**src/rtl/samp_ivl_pkg.sv**
```systemverilog
package samp_ivl_pkg;
  // strobes from control to datapath, one cycle each
  typedef struct packed {
    logic wrLoad;     // take register write data
    logic entryLoad;  // fill empty primary on enable entry
    logic primDec;    // primary count minus one
    logic primReload; // primary expired: load interval
    logic secDec;     // secondary count minus one
    logic secLoad;    // hand-off: load random value
  } ivlStrobe_t;
endpackage

```
**src/rtl/samp_ivl_ctrl.sv**
```systemverilog
module samp_ivl_ctrl
  import samp_ivl_pkg::*;
(
  input  logic       clk,
  input  logic       rst_n,
  input  logic       profEn,
  input  logic       popPulse,
  input  logic       rndEn,
  input  logic       rndZero,
  input  logic       regWrEn,
  input  logic       primZero,
  input  logic       primOne,
  input  logic       secZero,
  input  logic       secOne,
  output ivlStrobe_t stb,
  output logic       sampleSel
);
  logic prevEn;
  logic entryEdge, counted, primStep, primWrap;

  always_ff @(posedge clk) begin
    if (!rst_n) prevEn <= 1'b0;
    else        prevEn <= profEn;
  end

  always_comb begin
    entryEdge = profEn & ~prevEn & ~regWrEn;
    counted   = profEn & prevEn & popPulse & ~regWrEn;
    primStep  = counted & ~primZero;
    primWrap  = primStep & primOne;

    stb.wrLoad     = regWrEn;
    stb.entryLoad  = entryEdge & primZero;
    stb.primDec    = primStep & ~primOne;
    stb.primReload = primWrap;
    stb.secLoad    = primWrap & rndEn;
    stb.secDec     = counted & ~secZero;

    sampleSel = (stb.secDec & secOne) | (primWrap & (~rndEn | rndZero));
  end

  // at most one primary update chosen per cycle
  p_one_prim_action_r4: assert property (@(posedge clk) disable iff (!rst_n)
    $onehot0({stb.wrLoad, stb.entryLoad, stb.primDec, stb.primReload}));

  // a write cycle never selects
  p_write_no_sel_r3: assert property (@(posedge clk) disable iff (!rst_n)
    regWrEn |-> !sampleSel);
endmodule

```
**src/rtl/samp_ivl_dp.sv**
```systemverilog
module samp_ivl_dp
  import samp_ivl_pkg::*;
#(
  parameter int PRIM_W = 32,
  parameter int SEC_W  = 8,
  parameter int REG_W  = 64
) (
  input  logic              clk,
  input  logic              rst_n,
  input  ivlStrobe_t        stb,
  input  logic [PRIM_W-1:0] wrPrim,
  input  logic [SEC_W-1:0]  wrSec,
  input  logic [PRIM_W-1:0] intervalVal,
  input  logic [SEC_W-1:0]  rndVal,
  output logic [REG_W-1:0]  regRdData,
  output logic              primZero,
  output logic              primOne,
  output logic              secZero,
  output logic              secOne
);
  localparam int RSVD_W = REG_W - SEC_W - PRIM_W;
  localparam logic [PRIM_W-1:0] PRIM_ONE = PRIM_W'(1);
  localparam logic [SEC_W-1:0]  SEC_ONE  = SEC_W'(1);

  logic [PRIM_W-1:0] primCnt;
  logic [SEC_W-1:0]  secCnt;

  always_ff @(posedge clk) begin
    if (!rst_n) begin
      primCnt <= '0;
      secCnt  <= '0;
    end else begin
      if (stb.wrLoad)                         primCnt <= wrPrim;
      else if (stb.entryLoad | stb.primReload) primCnt <= intervalVal;
      else if (stb.primDec)                   primCnt <= primCnt - PRIM_ONE;

      if (stb.wrLoad)       secCnt <= wrSec;
      else if (stb.secLoad) secCnt <= rndVal;
      else if (stb.secDec)  secCnt <= secCnt - SEC_ONE;
    end
  end

  assign primZero  = (primCnt == '0);
  assign primOne   = (primCnt == PRIM_ONE);
  assign secZero   = (secCnt == '0);
  assign secOne    = (secCnt == SEC_ONE);
  assign regRdData = {secCnt, {RSVD_W{1'b0}}, primCnt};

  // written values land on the next edge
  p_write_lands_r3: assert property (@(posedge clk) disable iff (!rst_n)
    stb.wrLoad |=> (primCnt == $past(wrPrim)) && (secCnt == $past(wrSec)));

  // hand-off puts the random value in the secondary stage
  p_handoff_r8: assert property (@(posedge clk) disable iff (!rst_n)
    (stb.secLoad && !stb.wrLoad) |=> secCnt == $past(rndVal));
endmodule

```
**src/rtl/samp_ivl_top.sv**
```systemverilog
module samp_ivl_top
  import samp_ivl_pkg::*;
#(
  parameter int PRIM_W = 32,
  parameter int SEC_W  = 8,
  parameter int REG_W  = 64
) (
  input  logic              clk,
  input  logic              rst_n,
  input  logic              profEn,
  input  logic              popPulse,
  input  logic [PRIM_W-1:0] intervalVal,
  input  logic              rndEn,
  input  logic [SEC_W-1:0]  rndVal,
  input  logic              regWrEn,
  input  logic [REG_W-1:0]  regWrData,
  output logic [REG_W-1:0]  regRdData,
  output logic              sampleSel
);
  localparam int SEC_LSB = REG_W - SEC_W;

  ivlStrobe_t stb;
  logic primZero, primOne, secZero, secOne;
  logic unusedRsvd;

  assign unusedRsvd = ^regWrData[SEC_LSB-1:PRIM_W];

  samp_ivl_ctrl ctrl_i (
    .clk(clk), .rst_n(rst_n), .profEn(profEn), .popPulse(popPulse),
    .rndEn(rndEn), .rndZero(rndVal == '0), .regWrEn(regWrEn),
    .primZero(primZero), .primOne(primOne), .secZero(secZero), .secOne(secOne),
    .stb(stb), .sampleSel(sampleSel)
  );

  samp_ivl_dp #(.PRIM_W(PRIM_W), .SEC_W(SEC_W), .REG_W(REG_W)) dp_i (
    .clk(clk), .rst_n(rst_n), .stb(stb),
    .wrPrim(regWrData[PRIM_W-1:0]), .wrSec(regWrData[REG_W-1:SEC_LSB]),
    .intervalVal(intervalVal), .rndVal(rndVal),
    .regRdData(regRdData),
    .primZero(primZero), .primOne(primOne), .secZero(secZero), .secOne(secOne)
  );

  // reserved field never reads nonzero
  p_rsvd_zero_r2: assert property (@(posedge clk) disable iff (!rst_n)
    regRdData[SEC_LSB-1:PRIM_W] == '0);

  // disabled and not written, the register holds
  p_frozen_r6: assert property (@(posedge clk) disable iff (!rst_n)
    (!profEn && !regWrEn) |=> $stable(regRdData));

  // select only on a counted pulse
  p_sel_on_pulse_r10: assert property (@(posedge clk) disable iff (!rst_n)
    sampleSel |-> (profEn && popPulse && !regWrEn));

  // a plain step lowers the primary count by one
  p_prim_step_r5: assert property (@(posedge clk) disable iff (!rst_n)
    (profEn && $past(profEn) && popPulse && !regWrEn && regRdData[PRIM_W-1:0] > PRIM_W'(1))
      |=> regRdData[PRIM_W-1:0] == $past(regRdData[PRIM_W-1:0]) - PRIM_W'(1));
endmodule

```
**config.mk**
```make
export PLATFORM = sky130hd
export DESIGN_NAME = samp_ivl_top
export DESIGN_NICKNAME = d
export VERILOG_FILES = /design/src/rtl/samp_ivl_pkg.sv /design/src/rtl/samp_ivl_ctrl.sv /design/src/rtl/samp_ivl_dp.sv /design/src/rtl/samp_ivl_top.sv
export SDC_FILE = /design/constraint.sdc
export NUM_CORES = 1
export LEC_CHECK = 0
export BUFFER_PORTS_ARGS = -buffer_cell sky130_fd_sc_hd__buf_2
export CELL_PAD_IN_SITES_DETAIL_PLACEMENT = 1
export CELL_PAD_IN_SITES_GLOBAL_PLACEMENT = 2
export CORE_MARGIN = 4
export CORE_UTILIZATION = 21
export DETAILED_ROUTE_END_ITERATION = 7
export HOLD_SLACK_MARGIN = 0.03
export PLACE_DENSITY = 0.77
export REMOVE_ABC_BUFFERS = 1
export SLEW_MARGIN = 25
export SYNTH_ARGS = -nofsm -noshare
export SYNTH_HDL_FRONTEND = slang
export SYNTH_HIERARCHICAL = 1
export SYNTH_SLANG_ARGS = --single-unit
```
**constraint.sdc**
```tcl
create_clock -name clk -period 3.26 [get_ports clk]
set_clock_uncertainty 0.1 [all_clocks]
set_input_delay 0.815 -clock clk [delete_from_list [all_inputs] [get_ports clk]]
set_output_delay 0.815 -clock clk [all_outputs]
set_load 0.02 [all_outputs]
```
# Yosys cells after proc, flatten, opt, wreduce, memory -nomap -nowiden
# Cells that the tools add are included.
# word_totals
romBits	0
word_cells	40
latch_bits	0
reg_bits	41
ram_bits	0
memories	0
output_inout_bits	65
# classes
n_div	0
eq_ne	2
n_reduce_logical	5
magnitude_cmp	0
add_sub_neg	2
shift	0
muxes	6
multipliers	0
n_bitwise	22
# ops
cell	n
$mux 32	3
$eq 32x1->1 const B	1
$logic_not 32->1	1
$sub 32x1->32 const B	1
$mux 8	3
$logic_not 8->1	2
$and 1x1->1	13
$eq 8x1->1 const B	1
$sub 8x1->8 const B	1
$not 1->1	6
$reduce_bool 3->1	2
$or 1x1->1	3

# Depth between registers and ports, before layout
# depth
depth_word	8
depth_mapped	14

# Hierarchy
# Netlist, hierarchy kept.
# modules_own_cells
module	area_each_um2	cells_per_inst	n_inst
samp_ivl_dp	3111.7	428	1
samp_ivl_ctrl	131.4	14	1
samp_ivl_top	18.8	3	1

# Worst setup path before layout
# Ideal clock, no wire load.
# synth_timing
path_type	reg-to-reg
startpoint	register dp_i.primCnt[24]
endpoint	register dp_i.primCnt[29]
arrival_time_ns	3.289
path_slack_ns	-0.198
path_stages_with_launch	15
synth_period_minus_slack_ns	3.458
path_cell_list	dfxtp_1 -> or4_1 -> or3_1 -> nor2_1 -> nand2_1 -> nor2_1 -> nor3b_2 -> buf_4 -> or2_2 -> clkbuf_1 -> nor3_1 -> a221o_1 -> nor3_1 -> a22o_1 -> a21oi_1
# synth_between
elab_chain_len	7
word_cells_on_any_way	14
classes_between	add/sub: 1; eq/ne: 1; mux: 3; bitwise: 7; reduce/logical: 2
# synth_lines
element	line_no	source
start, declared	samp_ivl_dp.sv:25	logic [PRIM_W-1:0] primCnt;
start signal, assigned	samp_ivl_dp.sv:33	if (stb.wrLoad) primCnt <= wrPrim;
start signal, assigned	samp_ivl_dp.sv:34	else if (stb.entryLoad | stb.primReload) primCnt <= intervalVal;
start signal, assigned	samp_ivl_dp.sv:35	else if (stb.primDec) primCnt <= primCnt - PRIM_ONE;
$logic_not 32->1 *	samp_ivl_dp.sv:43	assign primZero = (primCnt == '0);
via primZero	samp_ivl_top.sv:23	logic primZero, primOne, secZero, secOne;
$not 1->1 *	samp_ivl_ctrl.sv:29	primStep = counted & ~primZero;
$and 1x1->1 *	samp_ivl_ctrl.sv:29	
$and 1x1->1 *	samp_ivl_ctrl.sv:30	primWrap = primStep & primOne;
via ctrl_i.primWrap	samp_ivl_ctrl.sv:19	logic entryEdge, counted, primStep, primWrap;
$or 1x1->1 *	samp_ivl_dp.sv:34	
$mux 32	samp_ivl_dp.sv:34	
$mux 32	samp_ivl_dp.sv:33	
# Mark *: on every way through the listed nets, which the timed path passes. The rest lies on a longest branch. The select of a mux whose other input is x is not followed.
# A chain may end at the register's enable or synchronous reset.

# Worst setup path in the final report
# layout_timing
startpoint	register dp_i.primCnt[24]
endpoint	output port sampleSel
# layout_between
word_cells_on_any_way	7
classes_between	eq/ne: 1; bitwise: 5; reduce/logical: 1
# layout_lines
element	line_no	source
$eq 32x1->1	samp_ivl_dp.sv:44	assign primOne = (primCnt == PRIM_ONE);
via primOne	samp_ivl_top.sv:23	
$and 1x1->1	samp_ivl_ctrl.sv:30	
$and 1x1->1	samp_ivl_ctrl.sv:39	sampleSel = (stb.secDec & secOne) | (primWrap & (~rndEn | rndZero));
$or 1x1->1	samp_ivl_ctrl.sv:39	
end, declared	samp_ivl_top.sv:18	output logic sampleSel
# The timed path passes the listed nets, and every way through them passes these cells.

==> metrics.json <==
{
  "run_status": "finished, violations left",
  "violations": "negative setup slack",
  "layout-drive-gt1-share_pct": 35.4,
  "postCtsHoldBufs": 0,
  "die-width_um": 133,
  "route.detailed.vias_per_inst": 5.07,
  "area_leader_netlist": "dfxtp_1",
  "hpwl_um": 11200,
  "initial_core_util_pct": 21.5,
  "clkSlewWorstSetupHoldPaths_ps": 70,
  "clock_sink_count": 41,
  "total_leakage_power_nw": 2.01,
  "setup.worst_path.class": "reg -> out",
  "final_cell_utilization_of_the_core_pct": 29.9,
  "syn_avg_cell_area_sq_um": 7.33,
  "postPlaceCellArea_sq_mm": 0.00427,
  "stdcell_count": 784,
  "first_global_vias": 4233,
  "setup_ws_ps": -26.6,
  "reg2reg_to": "dp_i/primCnt[25]",
  "p_sw_share_pct": 35.1,
  "hold_path_end": "dp_i/secCnt[7]",
  "overall_die_area_sq_mm": 0.0176,
  "critPathLaunchType": "flop",
  "fp-row-count": 45,
  "cellInternalPower_mw": 1.05,
  "worst_skew_pair.late_latency_ps": 300,
  "clock_power_share_pct": 32.2,
  "synth_enable_flop_cells": 0,
  "htreeDepth": 2,
  "fp.dieH_um": 133,
  "grt_remaining_overflow": 0,
  "min-delay-path-class": "reg -> reg",
  "timing.slew.headroom_pct": 55.0,
  "gp_congestion": 0.827,
  "clock_tree_from_tritoncts": "done",
  "yosysWarningCount": 6,
  "timing.hold.worst.start": "dp_i/secCnt[7]",
  "dr.first_iter.drc_count": 191,
  "clockRootBuffer": "clkbuf_16",
  "crit_arrival_ps": 2370,
  "netSwitchingPower_mw": 0.569,
  "synth_flop_cell": "dfxtp_1",
  "synth.ff_latch_count": 41,
  "remaining_design_rule_violation_count": 0,
  "grt_setup_unrepaired": "true",
  "filler_cell_count": 1910,
  "firstDrtPassIters": 5,
  "global_route.usage.total_pct": 15.9,
  "timing.hold.ws_ps": 475,
  "setup_violations": 1,
  "r2r_start": "dp_i/primCnt[24]",
  "fin_setup_tns_ps": -26.6,
  "layout.cell_area.non_filler_sq_mm": 0.00455,
  "tightestPinTransition_ps": 675,
  "placement.io_buffers": 126,
  "synth.cell_area_sq_mm": 0.00326,
  "number_of_antenna_repair_diodes": 0,
  "io-pin-count": 175,
  "post-layout-total-power_mw": 1.62,
  "hold_viol": 0,
  "cts_buffers": 5,
  "sequentialPowerShare_pct": 35.7,
  "worstPathMaxFanout": 2,
  "post-place-ws_ps": -118,
  "power_per_cell_area_mw_per_mm2": 356,
  "max_cap_violations": 0,
  "period_share_pct": 101,
  "r2r_cells": 14,
  "comb_power_share_pct": 32.1,
  "design.final.nets": 710,
  "route.final.wire_length_um": 14300,
  "worst_hold_path.num_cells": 2,
  "r2r_setup_slack_ps": 140,
  "initial_antenna_violation_count": 5,
  "core_area_sq_mm": 0.0152,
  "largest_cells_by_area_after_synthesis": "dfxtp_1 (25%), buf_4 (6.0%), o21ai_0 (5.8%)",
  "netlist-cell-type-count": 67,
  "yosysSeqAreaShare_pct": 25.2,
  "postSynth.asyncResetShare_pct": 0,
  "clock.fmax_ghz": 0.304,
  "synthDominantCellAreaShare_pct": 25.2,
  "maximum_number_of_pins_on_one_net_before_global_route_repair": 63,
  "dr_total_vias": 3972,
  "placedCellCount": 774,
  "area_added_between_synthesis_and_finish_pct": 39.5,
  "detail_route.wl_per_cell_um": 18.2,
  "first_pass_grt_wire_length_um": 22500,
  "drtAntennaViolNets": 0,
  "period_needed_ps": 3290,
  "worst_setup_end_kind": "primary output",
  "report.final.slew_viol_count": 0,
  "cp.required_ps": 2340,
  "synthCells": 445,
  "clock_tree.buffer_depth": 2,
  "worst_ir_drop_vdd_v": 0.000209
}
power by group through the flow:
stage,clock (mW),sequential (mW),combinational (mW)
final,0.523,0.578,0.521
after global routing,0.559,0.584,0.573
after CTS,0.546,0.576,0.508
after detailed placement,0,0.587,0.495
after global placement,0,0.584,0.483
after floorplan,0,0.624,0.227
cells by family (layout without fill, tap and decap cells):
group / Yosys count / in the layout / share of synthesized area [%]
xor+xnor: 20 / 20 / 5.37
compound gates: 135 / 135 / 26.8
other cells: 1 / 24 / 0.115
flops: 41 / 41 / 25.2
mux: 5 / 5 / 1.53
fa+ha+maj: 4 / 4 / 1.53
buf+inv: 66 / 194 / 10.9
simple gates: 173 / 173 / 28.7
cell type report:
cell class,count,area (sq um),share of cell area (%)
Inverter,12,45.0,0.990
Clock inverter,1,7.51,0.165
Clock buffer,6,139,3.05
Multi-Input combinational cell,361,2270,49.9
Timing Repair Buffer,175,1030,22.6
Sequential cell,41,822,18.1
Tap cell,188,235,5.17
per-layer routing:
| layer | up-vias | global-route usage [%] | share of wire (%) |
|---|---|---|---|
| met5 | - | 0 | 0.49 |
| met2 | 122 | 26.7 | 48 |
| li1 | 1884 | - | - |
| met1 | 1932 | 19.4 | 43 |
| met4 | 10 | 4.45 | 1.4 |
| met3 | 24 | 5.32 | 7.8 |
flip-flops by register name (all words and copies together) (netlist names):
| register | count |
|---|---|
| dp_i/primCnt | 32 |
| ctrl_i/prevEn | 1 |
| dp_i/secCnt | 8 |
what timing repair did:
action	in CTS	in global routing
setup endpoints to repair	23	10
pin swaps	3	7
gates resized for setup	10	16
endpoints found under the hold margin	0	0
setup buffers	1	2
cells in the final DEF, fill, tap and decap left out, types with 12 or more instances in the layout:
| cell type | netlist | routed |
|---|---|---|
| buf_2 | 1 | 125 |
| buf_4 | 26 | 45 |
| dfxtp_1 | 41 | 40 |
| nand2_1 | 42 | 40 |
| o21ai_0 | 38 | 38 |
| a21oi_1 | 34 | 33 |
| nor2_1 | 33 | 29 |
| nor3_1 | 28 | 24 |
| conb_1 | 1 | 24 |
| xnor2_1 | 16 | 16 |
| inv_1 | 12 | 12 |
synth_stat cells (3+ instances only):
cell,n
dfxtp_1,41
a21oi_1,34
o211a_1,4
xnor2_1,16
clkbuf_1,21
a211oi_1,9
o22ai_1,4
nand2_1,42
inv_1,12
a41oi_1,3
ha_1,4
o211ai_1,9
nand4_1,6
o21a_1,3
buf_1,5
and3_1,9
nor2b_1,6
nor4_1,4
nand2b_1,3
nand3_1,7
or4_1,4
a21boi_0,3
xor2_1,4
and2_1,8
or3_1,8
o221ai_1,4
mux2i_1,5
nor3_1,28
nor2_1,33
buf_4,26
o21ai_0,38
critical path: stages (launching register included):
cell and delay [ps]:
dfxtp_1 310, or4_4 540, or3_4 370, nor2_4 140, nand2_4 90, nor2_4 120
buf_4 130, nand3b_1 90, a21oi_2 150, buf_6 140
worst max path at each step:
stage                startpoint                to  cells after the start
5_1_grt         dp_i/primCnt[9]         sampleSel                      9
6_report       dp_i/primCnt[24]         sampleSel                      9
3_5_place_dp   dp_i/primCnt[24]  dp_i/primCnt[20]                     13
4_1_cts        dp_i/primCnt[24]         sampleSel                      9
3_3_place_gp    dp_i/primCnt[1]   dp_i/primCnt[8]                     13
2_1_floorplan  dp_i/primCnt[24]  dp_i/primCnt[20]                     12
(Power assumes the default switching activity.)
